`config.mk`:
```
export PLATFORM = sky130hd
export DESIGN_NAME = ref_pulse_div
export DESIGN_NICKNAME = d
export VERILOG_FILES = /design/src/rtl/ref_pulse_div_pkg.sv /design/src/rtl/ref_pulse_div_rst_sync.sv /design/src/rtl/ref_pulse_div_ratio_ctl.sv /design/src/rtl/ref_pulse_div_count.sv /design/src/rtl/ref_pulse_div_shaper.sv /design/src/rtl/ref_pulse_div.sv
export SDC_FILE = /design/constraint.sdc
export NUM_CORES = 1
export LEC_CHECK = 0
export ABC_AREA = 1
export BUFFER_PORTS_ARGS = -buffer_cell sky130_fd_sc_hd__buf_2
export CORE_MARGIN = 1.5
export CORE_UTILIZATION = 53
export CTS_BUF_LIST = sky130_fd_sc_hd__clkbuf_16
export DETAILED_ROUTE_END_ITERATION = 10
export PLACE_DENSITY_LB_ADDON = 0.15
export SYNTH_ARGS = -nofsm -noshare
export SYNTH_HDL_FRONTEND = slang
export SYNTH_SLANG_ARGS = --single-unit
```
`constraint.sdc`:
```
create_clock -name ref_clk -period 1.6 [get_ports ref_clk]
set_input_delay 0.4 -clock ref_clk [delete_from_list [all_inputs] [get_ports ref_clk]]
set_output_delay 0.4 -clock ref_clk [all_outputs]
set_load 0.02 [all_outputs]
```
`src/rtl/ref_pulse_div_pkg.sv`:
```
package ref_pulse_div_pkg;
  // Number of whole reference cycles the rising-edge half of the pulse lasts.
  // The falling-edge stage adds the final half cycle.
  localparam int unsigned PULSE_FULL_CYC = 4;
  // The ratio value that selects the bypass path.
  localparam int unsigned BYPASS_RATIO   = 1;
endpackage

```
`src/rtl/ref_pulse_div_rst_sync.sv`:
```
module ref_pulse_div_rst_sync #(
  parameter int unsigned STAGES = 2
) (
  input  logic clk,
  input  logic arst_n,
  output logic rst_n_o
);
  logic [STAGES-1:0] sync_q;

  generate
    for (genvar i = 0; i < STAGES; i++) begin : g_stage
      if (i == 0) begin : g_first
        always_ff @(posedge clk or negedge arst_n) begin
          if (!arst_n) sync_q[i] <= 1'b0;
          else         sync_q[i] <= 1'b1;
        end
      end else begin : g_next
        always_ff @(posedge clk or negedge arst_n) begin
          if (!arst_n) sync_q[i] <= 1'b0;
          else         sync_q[i] <= sync_q[i-1];
        end
      end
    end
  endgenerate

  assign rst_n_o = sync_q[STAGES-1];
endmodule

```
`src/rtl/ref_pulse_div_ratio_ctl.sv`:
```
module ref_pulse_div_ratio_ctl
  import ref_pulse_div_pkg::*;
#(
  parameter int unsigned RATIO_W     = 15,
  parameter int unsigned MIN_RATIO   = 5,
  parameter int unsigned RESET_RATIO = 5
) (
  input  logic               clk,
  input  logic               rst_n,
  input  logic [RATIO_W-1:0] ratio_i,
  input  logic               ld_i,
  input  logic               tc_i,
  output logic [RATIO_W-1:0] pend_o,
  output logic [RATIO_W-1:0] act_o,
  output logic               bypass_o,
  output logic               pend_bypass_o
);
  localparam logic [RATIO_W-1:0] MIN_V = RATIO_W'(MIN_RATIO);
  localparam logic [RATIO_W-1:0] BYP_V = RATIO_W'(BYPASS_RATIO);
  localparam logic [RATIO_W-1:0] RST_V = RATIO_W'(RESET_RATIO);

  logic [RATIO_W-1:0] pend_q, pend_d;
  logic [RATIO_W-1:0] act_q, act_d;
  logic               legal;
  logic               pend_en, act_en;

  always_comb begin
    legal   = (ratio_i == BYP_V) || (ratio_i >= MIN_V);
    pend_en = ld_i && legal;
    act_en  = tc_i;
    pend_d  = ratio_i;
    act_d   = pend_q;
  end

  always_ff @(posedge clk or negedge rst_n) begin
    if (!rst_n) begin
      pend_q <= RST_V;
      act_q  <= RST_V;
    end else begin
      if (pend_en) pend_q <= pend_d;
      if (act_en)  act_q  <= act_d;
    end
  end

  assign pend_o        = pend_q;
  assign act_o         = act_q;
  assign bypass_o      = (act_q == BYP_V);
  assign pend_bypass_o = (pend_q == BYP_V);
endmodule

```
`src/rtl/ref_pulse_div_count.sv`:
```
module ref_pulse_div_count #(
  parameter int unsigned RATIO_W     = 15,
  parameter int unsigned RESET_RATIO = 5
) (
  input  logic               clk,
  input  logic               rst_n,
  input  logic [RATIO_W-1:0] reload_i,
  output logic [RATIO_W-1:0] cnt_o,
  output logic               tc_o
);
  localparam logic [RATIO_W-1:0] RST_V = RATIO_W'(RESET_RATIO);
  localparam logic [RATIO_W-1:0] ONE_V = RATIO_W'(1);

  logic [RATIO_W-1:0] cnt_q, cnt_d;
  logic               tc;

  always_comb begin
    tc    = (cnt_q <= ONE_V);
    cnt_d = tc ? reload_i : (cnt_q - ONE_V);
  end

  always_ff @(posedge clk or negedge rst_n) begin
    if (!rst_n) cnt_q <= RST_V;
    else        cnt_q <= cnt_d;
  end

  assign cnt_o = cnt_q;
  assign tc_o  = tc;
endmodule

```
`src/rtl/ref_pulse_div_shaper.sv`:
```
module ref_pulse_div_shaper
  import ref_pulse_div_pkg::*;
#(
  parameter int unsigned HIGH_CYC = PULSE_FULL_CYC
) (
  input  logic clk,
  input  logic rst_n,
  input  logic start_i,
  output logic rise_part_o,
  output logic shaped_o
);
  localparam int unsigned HW = $clog2(HIGH_CYC + 1);
  localparam logic [HW-1:0] LAST_V = HW'(HIGH_CYC - 1);

  logic          p_q, p_d;
  logic [HW-1:0] h_q, h_d;
  logic          n_q;

  always_comb begin
    p_d = p_q;
    h_d = h_q;
    if (start_i) begin
      p_d = 1'b1;
      h_d = LAST_V;
    end else if (p_q) begin
      if (h_q == '0) p_d = 1'b0;
      else           h_d = h_q - HW'(1);
    end
  end

  always_ff @(posedge clk or negedge rst_n) begin
    if (!rst_n) begin
      p_q <= 1'b0;
      h_q <= '0;
    end else begin
      p_q <= p_d;
      h_q <= h_d;
    end
  end

  // Falling-edge copy stretches the pulse by half a reference cycle.
  always_ff @(negedge clk or negedge rst_n) begin
    if (!rst_n) n_q <= 1'b0;
    else        n_q <= p_q;
  end

  assign rise_part_o = p_q;
  assign shaped_o    = p_q | n_q;
endmodule

```
`src/rtl/ref_pulse_div.sv`:
```
module ref_pulse_div
  import ref_pulse_div_pkg::*;
#(
  parameter int unsigned RATIO_W     = 15,
  parameter int unsigned MIN_RATIO   = 5,
  parameter int unsigned RESET_RATIO = 5,
  parameter int unsigned SYNC_STAGES = 2
) (
  input  logic               ref_clk,
  input  logic               arst_n,
  input  logic [RATIO_W-1:0] ratio_i,
  input  logic               ratio_ld_i,
  input  logic               out_en_i,
  output logic               pulse_o
);
  logic               rst_sync_n;
  logic [RATIO_W-1:0] pend_ratio, act_ratio, cnt;
  logic               tc, bypass, pend_bypass;
  logic               start, rise_part, shaped;
  logic               en_q, en_d, en_ce;

  ref_pulse_div_rst_sync #(.STAGES(SYNC_STAGES)) u_rst (
    .clk(ref_clk), .arst_n(arst_n), .rst_n_o(rst_sync_n)
  );

  ref_pulse_div_ratio_ctl #(
    .RATIO_W(RATIO_W), .MIN_RATIO(MIN_RATIO), .RESET_RATIO(RESET_RATIO)
  ) u_ratio (
    .clk(ref_clk), .rst_n(rst_sync_n), .ratio_i(ratio_i), .ld_i(ratio_ld_i),
    .tc_i(tc), .pend_o(pend_ratio), .act_o(act_ratio), .bypass_o(bypass),
    .pend_bypass_o(pend_bypass)
  );

  ref_pulse_div_count #(.RATIO_W(RATIO_W), .RESET_RATIO(RESET_RATIO)) u_cnt (
    .clk(ref_clk), .rst_n(rst_sync_n), .reload_i(pend_ratio),
    .cnt_o(cnt), .tc_o(tc)
  );

  // A pulse only starts when the period beginning at this terminal count divides.
  assign start = tc && !pend_bypass;

  ref_pulse_div_shaper #(.HIGH_CYC(PULSE_FULL_CYC)) u_shape (
    .clk(ref_clk), .rst_n(rst_sync_n), .start_i(start),
    .rise_part_o(rise_part), .shaped_o(shaped)
  );

  always_comb begin
    en_ce = (out_en_i != en_q);
    en_d  = out_en_i;
  end

  always_ff @(posedge ref_clk or negedge rst_sync_n) begin
    if (!rst_sync_n) en_q <= 1'b0;
    else if (en_ce)  en_q <= en_d;
  end

  assign pulse_o = en_q & (bypass ? ref_clk : shaped);
endmodule

```
==> results.md <==
* Failing checks: setup timing
* Multi-input logic area at 1281 um2
* Compound-Gate Fraction of Synth Area at 3.870%
* Critical Path Fanout Max at 1
* CP Launch Type: flop
* Synth Warn # at 0
* Pwr/cell area at 834.7 nW/um2
* LEAKAGE at 0.001685 uW
* Sequential area share after synthesis at 51.57%
* Fill count at 342
* Root buf cell: clkbuf_16
* Maximum VDD drop at 733.9 uV
* Area Growth Syn to Fin at 29.08%
* Reg2reg setup slack at 10 ps
* Switch Pwr at 607.9 uW
* Slew Viols, Final at 0
* Cell variety after synth at 27
* CTS tree: yes
* Vias/cell at 4.963
* Synth area leader: dfrtp_1
* Simple-Gate Fraction of Synth Area at 33.91%
* Hold Crit Class: input port to flop
* R2R cell count at 9
* Final setup fails at 4
* Core ar. at 4723 um2
* Seq cells post-synth at 53
* Dpl cell area at 2804 um2
* Via count at 2154
* Routed WL at 5436 um
* Max Buffers Root-to-Sink at 2
* CTS Buf Count at 5
* Setup crit start: u_shape.n_q$_DFF_NN0_
* Crit Path Category: flop to primary output
* Switching part of the total power at 21.82%
* WHS Path Cells at 1
* Hold Startpoint: out_en_i
* Tot GR Track Use at 20.31%
* Clock power share at 44.4%
* Clock transition at path regs at 70 ps
* Post-Synth Adder-Cell Area at 1.935%
* Diodes inserted at 0
* Die H at 72.86 um
* Synth Area per Inst at 7.837 um2
* ANT nets after route at 0
* Core Util, Final at 70.68%
* Worst-skew pair later-pin latency at 300 ps
* Internal at 2179 uW
* Max_cap viols at 0
* Worst Hold Slack at 217.7 ps
* Final #Nets at 389
* Die area at 5308 um2
* Number of buffers added on ports at 19
* Clock skew at 21.16 ps
* Top cells by area, synth: dfrtp_1 (45%), nand2_1 (18%), dfstp_2 (6.1%)
* RSZ-0062 raised after global routing: yes
* Initial antenna violation count at 0
* Reg power frac at 51.3%
* WHS Endpoint: en_q$_DFFE_PN0P_
* Share of cells above drive strength 1 at 28.34%
* Initial DRC count at 98
* Synth top area share at 44.51%
* Comb power frac at 4.4%
* Fin. Hold Viols at 0
* Total grt overflow at 0
* Largest family of logic cells by synthesized area: simple AND/OR/NAND/NOR gates
* 1st-pass router iterations at 4
* Worst Path Arrival at 1950 ps
* First-pass GRT wire length at 8390 um
* Status: finished, violations left
* Worst flop-to-flop path endpoint: u_ratio.act_o[3]$_DFFE_PN0P_
* Mapped Cells at 330
* Mux share of post-synthesis cell area at 0%
* GPL Wtd Cong at 0.8992
* Vias in the first global route at 1997
* Final Cell Area at 3338 um2
* Initial core utilization at 54.75%
* Flip-flop and latch area at 1335 um2
* # rows at 25
* Worst setup EP type: primary output
* Synthesized area at 2586 um2
* Final WS setup at -753.4 ps
* CP Data Required Time at 1200 ps
* XOR/XNOR Fraction of Synth Area at 2.032%
* Top-Level Pins at 20
* Clock H-tree levels at 2
* DRC viols at 0
* WL per Instance at 12.53 um
* Synth Net Count at 353
* Slew HR at 59.56%
* Die width at 72.86 um
* Worst r2r src: u_cnt.cnt_o[0]$_DFF_PN1_
* Detailed Place HPWL at 3510 um
* Worst-Margin Slew at 606.6 ps
* Largest net degree at the start of global routing at 51
-- worst max path at each step --
| stage | depth (start not counted) | endpoint | slack [ps] |
|---|---|---|---|
| floorplan | 3 | pulse_o | -320 |
| global placement | 4 | pulse_o | -440 |
| detailed placement | 4 | pulse_o | -450 |
| CTS | 4 | pulse_o | -760 |
| global route | 4 | pulse_o | -780 |
| finish | 4 | pulse_o | -750 |
-- cell families after synthesis --
logic type	Yosys count
flops	53
other cells	1
compound gates	20
xor+xnor	6
fa+ha+maj	4
buf+inv	38
simple gates	208
-- synth_stat cells --
| cell | count |
|---|---|
| nand4_1 | 1 |
| a21oi_1 | 2 |
| dfstp_2 | 6 |
| o21ai_0 | 12 |
| and2_0 | 1 |
| buf_8 | 2 |
| and2_1 | 1 |
| inv_1 | 28 |
| dfrtp_1 | 46 |
| conb_1 | 1 |
| xnor2_1 | 3 |
| buf_2 | 3 |
| nor2_4 | 3 |
| inv_2 | 2 |
| xor2_1 | 3 |
| nand2_2 | 7 |
| o21ai_1 | 6 |
| nand3_1 | 24 |
| nand2_1 | 126 |
| nor3_1 | 1 |
| or2_2 | 1 |
| nand2_4 | 1 |
| ha_1 | 4 |
| nor2_1 | 40 |
| clkbuf_1 | 3 |
| nand3b_1 | 2 |
| dfrtn_1 | 1 |
-- cells in the final DEF, fill, tap and decap left out, types with 3 or more instances in the layout --
| master | instances |
|---|---|
| buf_12 | 4 |
| buf_2 | 18 |
| buf_4 | 7 |
| clkbuf_16 | 7 |
| dfrtp_1 | 45 |
| dfstp_2 | 6 |
| ha_1 | 3 |
| inv_1 | 28 |
| nand2_1 | 101 |
| nand2_2 | 21 |
| nand2_4 | 11 |
| nand3_1 | 24 |
| nor2_1 | 36 |
| nor2_2 | 3 |
| nor2_4 | 4 |
| o21ai_0 | 5 |
| o21ai_1 | 5 |
| o21ai_2 | 8 |
| xnor2_1 | 3 |
| xor2_1 | 3 |
-- final cells by class --
class	instances	share of cell area, %
timing repair buffer	34	9.258
tap	67	2.511
multi-input combinational	239	38.38
inverter	29	3.636
clock inverter	4	1.537
clock buffer	6	4.085
sequential	53	39.99
timing repair inverter	2	0.5997
-- routing by layer --
layer  track usage (%)  up-vias  wire (um)
li1                  -     1085          -
met1             26.76     1007       2436
met2             33.84       51       2682
met3             2.901       11        183
met4             8.386        0        133
met5                 0        -          0
-- through the flow --
stage	setup TNS, ps	power [uW]	worst slack, ps	instances
finish	-753.4	2787	-753.4	434
global route	-1487	2884	-780.0	434
CTS	-758.3	2792	-758.3	425
detailed placement	-448.6	1570	-448.6	416
global placement	-440.3	1565	-440.3	416
floorplan	-348.9	1515	-320.2	330
-- worst max-delay path, cell delays in order, from the launching register on --
cell	delay (ps)
dfrtn_1	330
or2_4	230
a21oi_4	130
nor2_4	40
buf_6	120
-- timing repair --
item | CTS | global route
setup buffers | 0 | 4
endpoints found under the hold margin | 2 | 0
pin swaps | 0 | 15
resized for setup | 4 | 66
cloned | 0 | 5
hold buffers | 1 | 0
setup endpoints to repair | 4 | 32
-- state kept, by name, summed over array words and instances (netlist names) --
register and count:
u_cnt.cnt_o 15, u_ratio.act_o 15, u_ratio.pend_o 15, u_shape.h_q 3
en_q 1, u_rst.rst_n_o 1, u_rst.sync_q 1, u_shape.n_q 1
u_shape.rise_part_o 1
-- power by group through the flow --
| stage | Combinational (uW) | Clock, uW | Sequential [uW] |
|---|---|---|---|
| floorplan | 57.8 | 10.6 | 1450 |
| global placement | 119 | 10.6 | 1440 |
| detailed placement | 122 | 10.6 | 1440 |
| CTS | 124 | 1260 | 1410 |
| global route | 143 | 1310 | 1430 |
| finish | 121 | 1240 | 1430 |
Power figures use the tool's default switching activity.
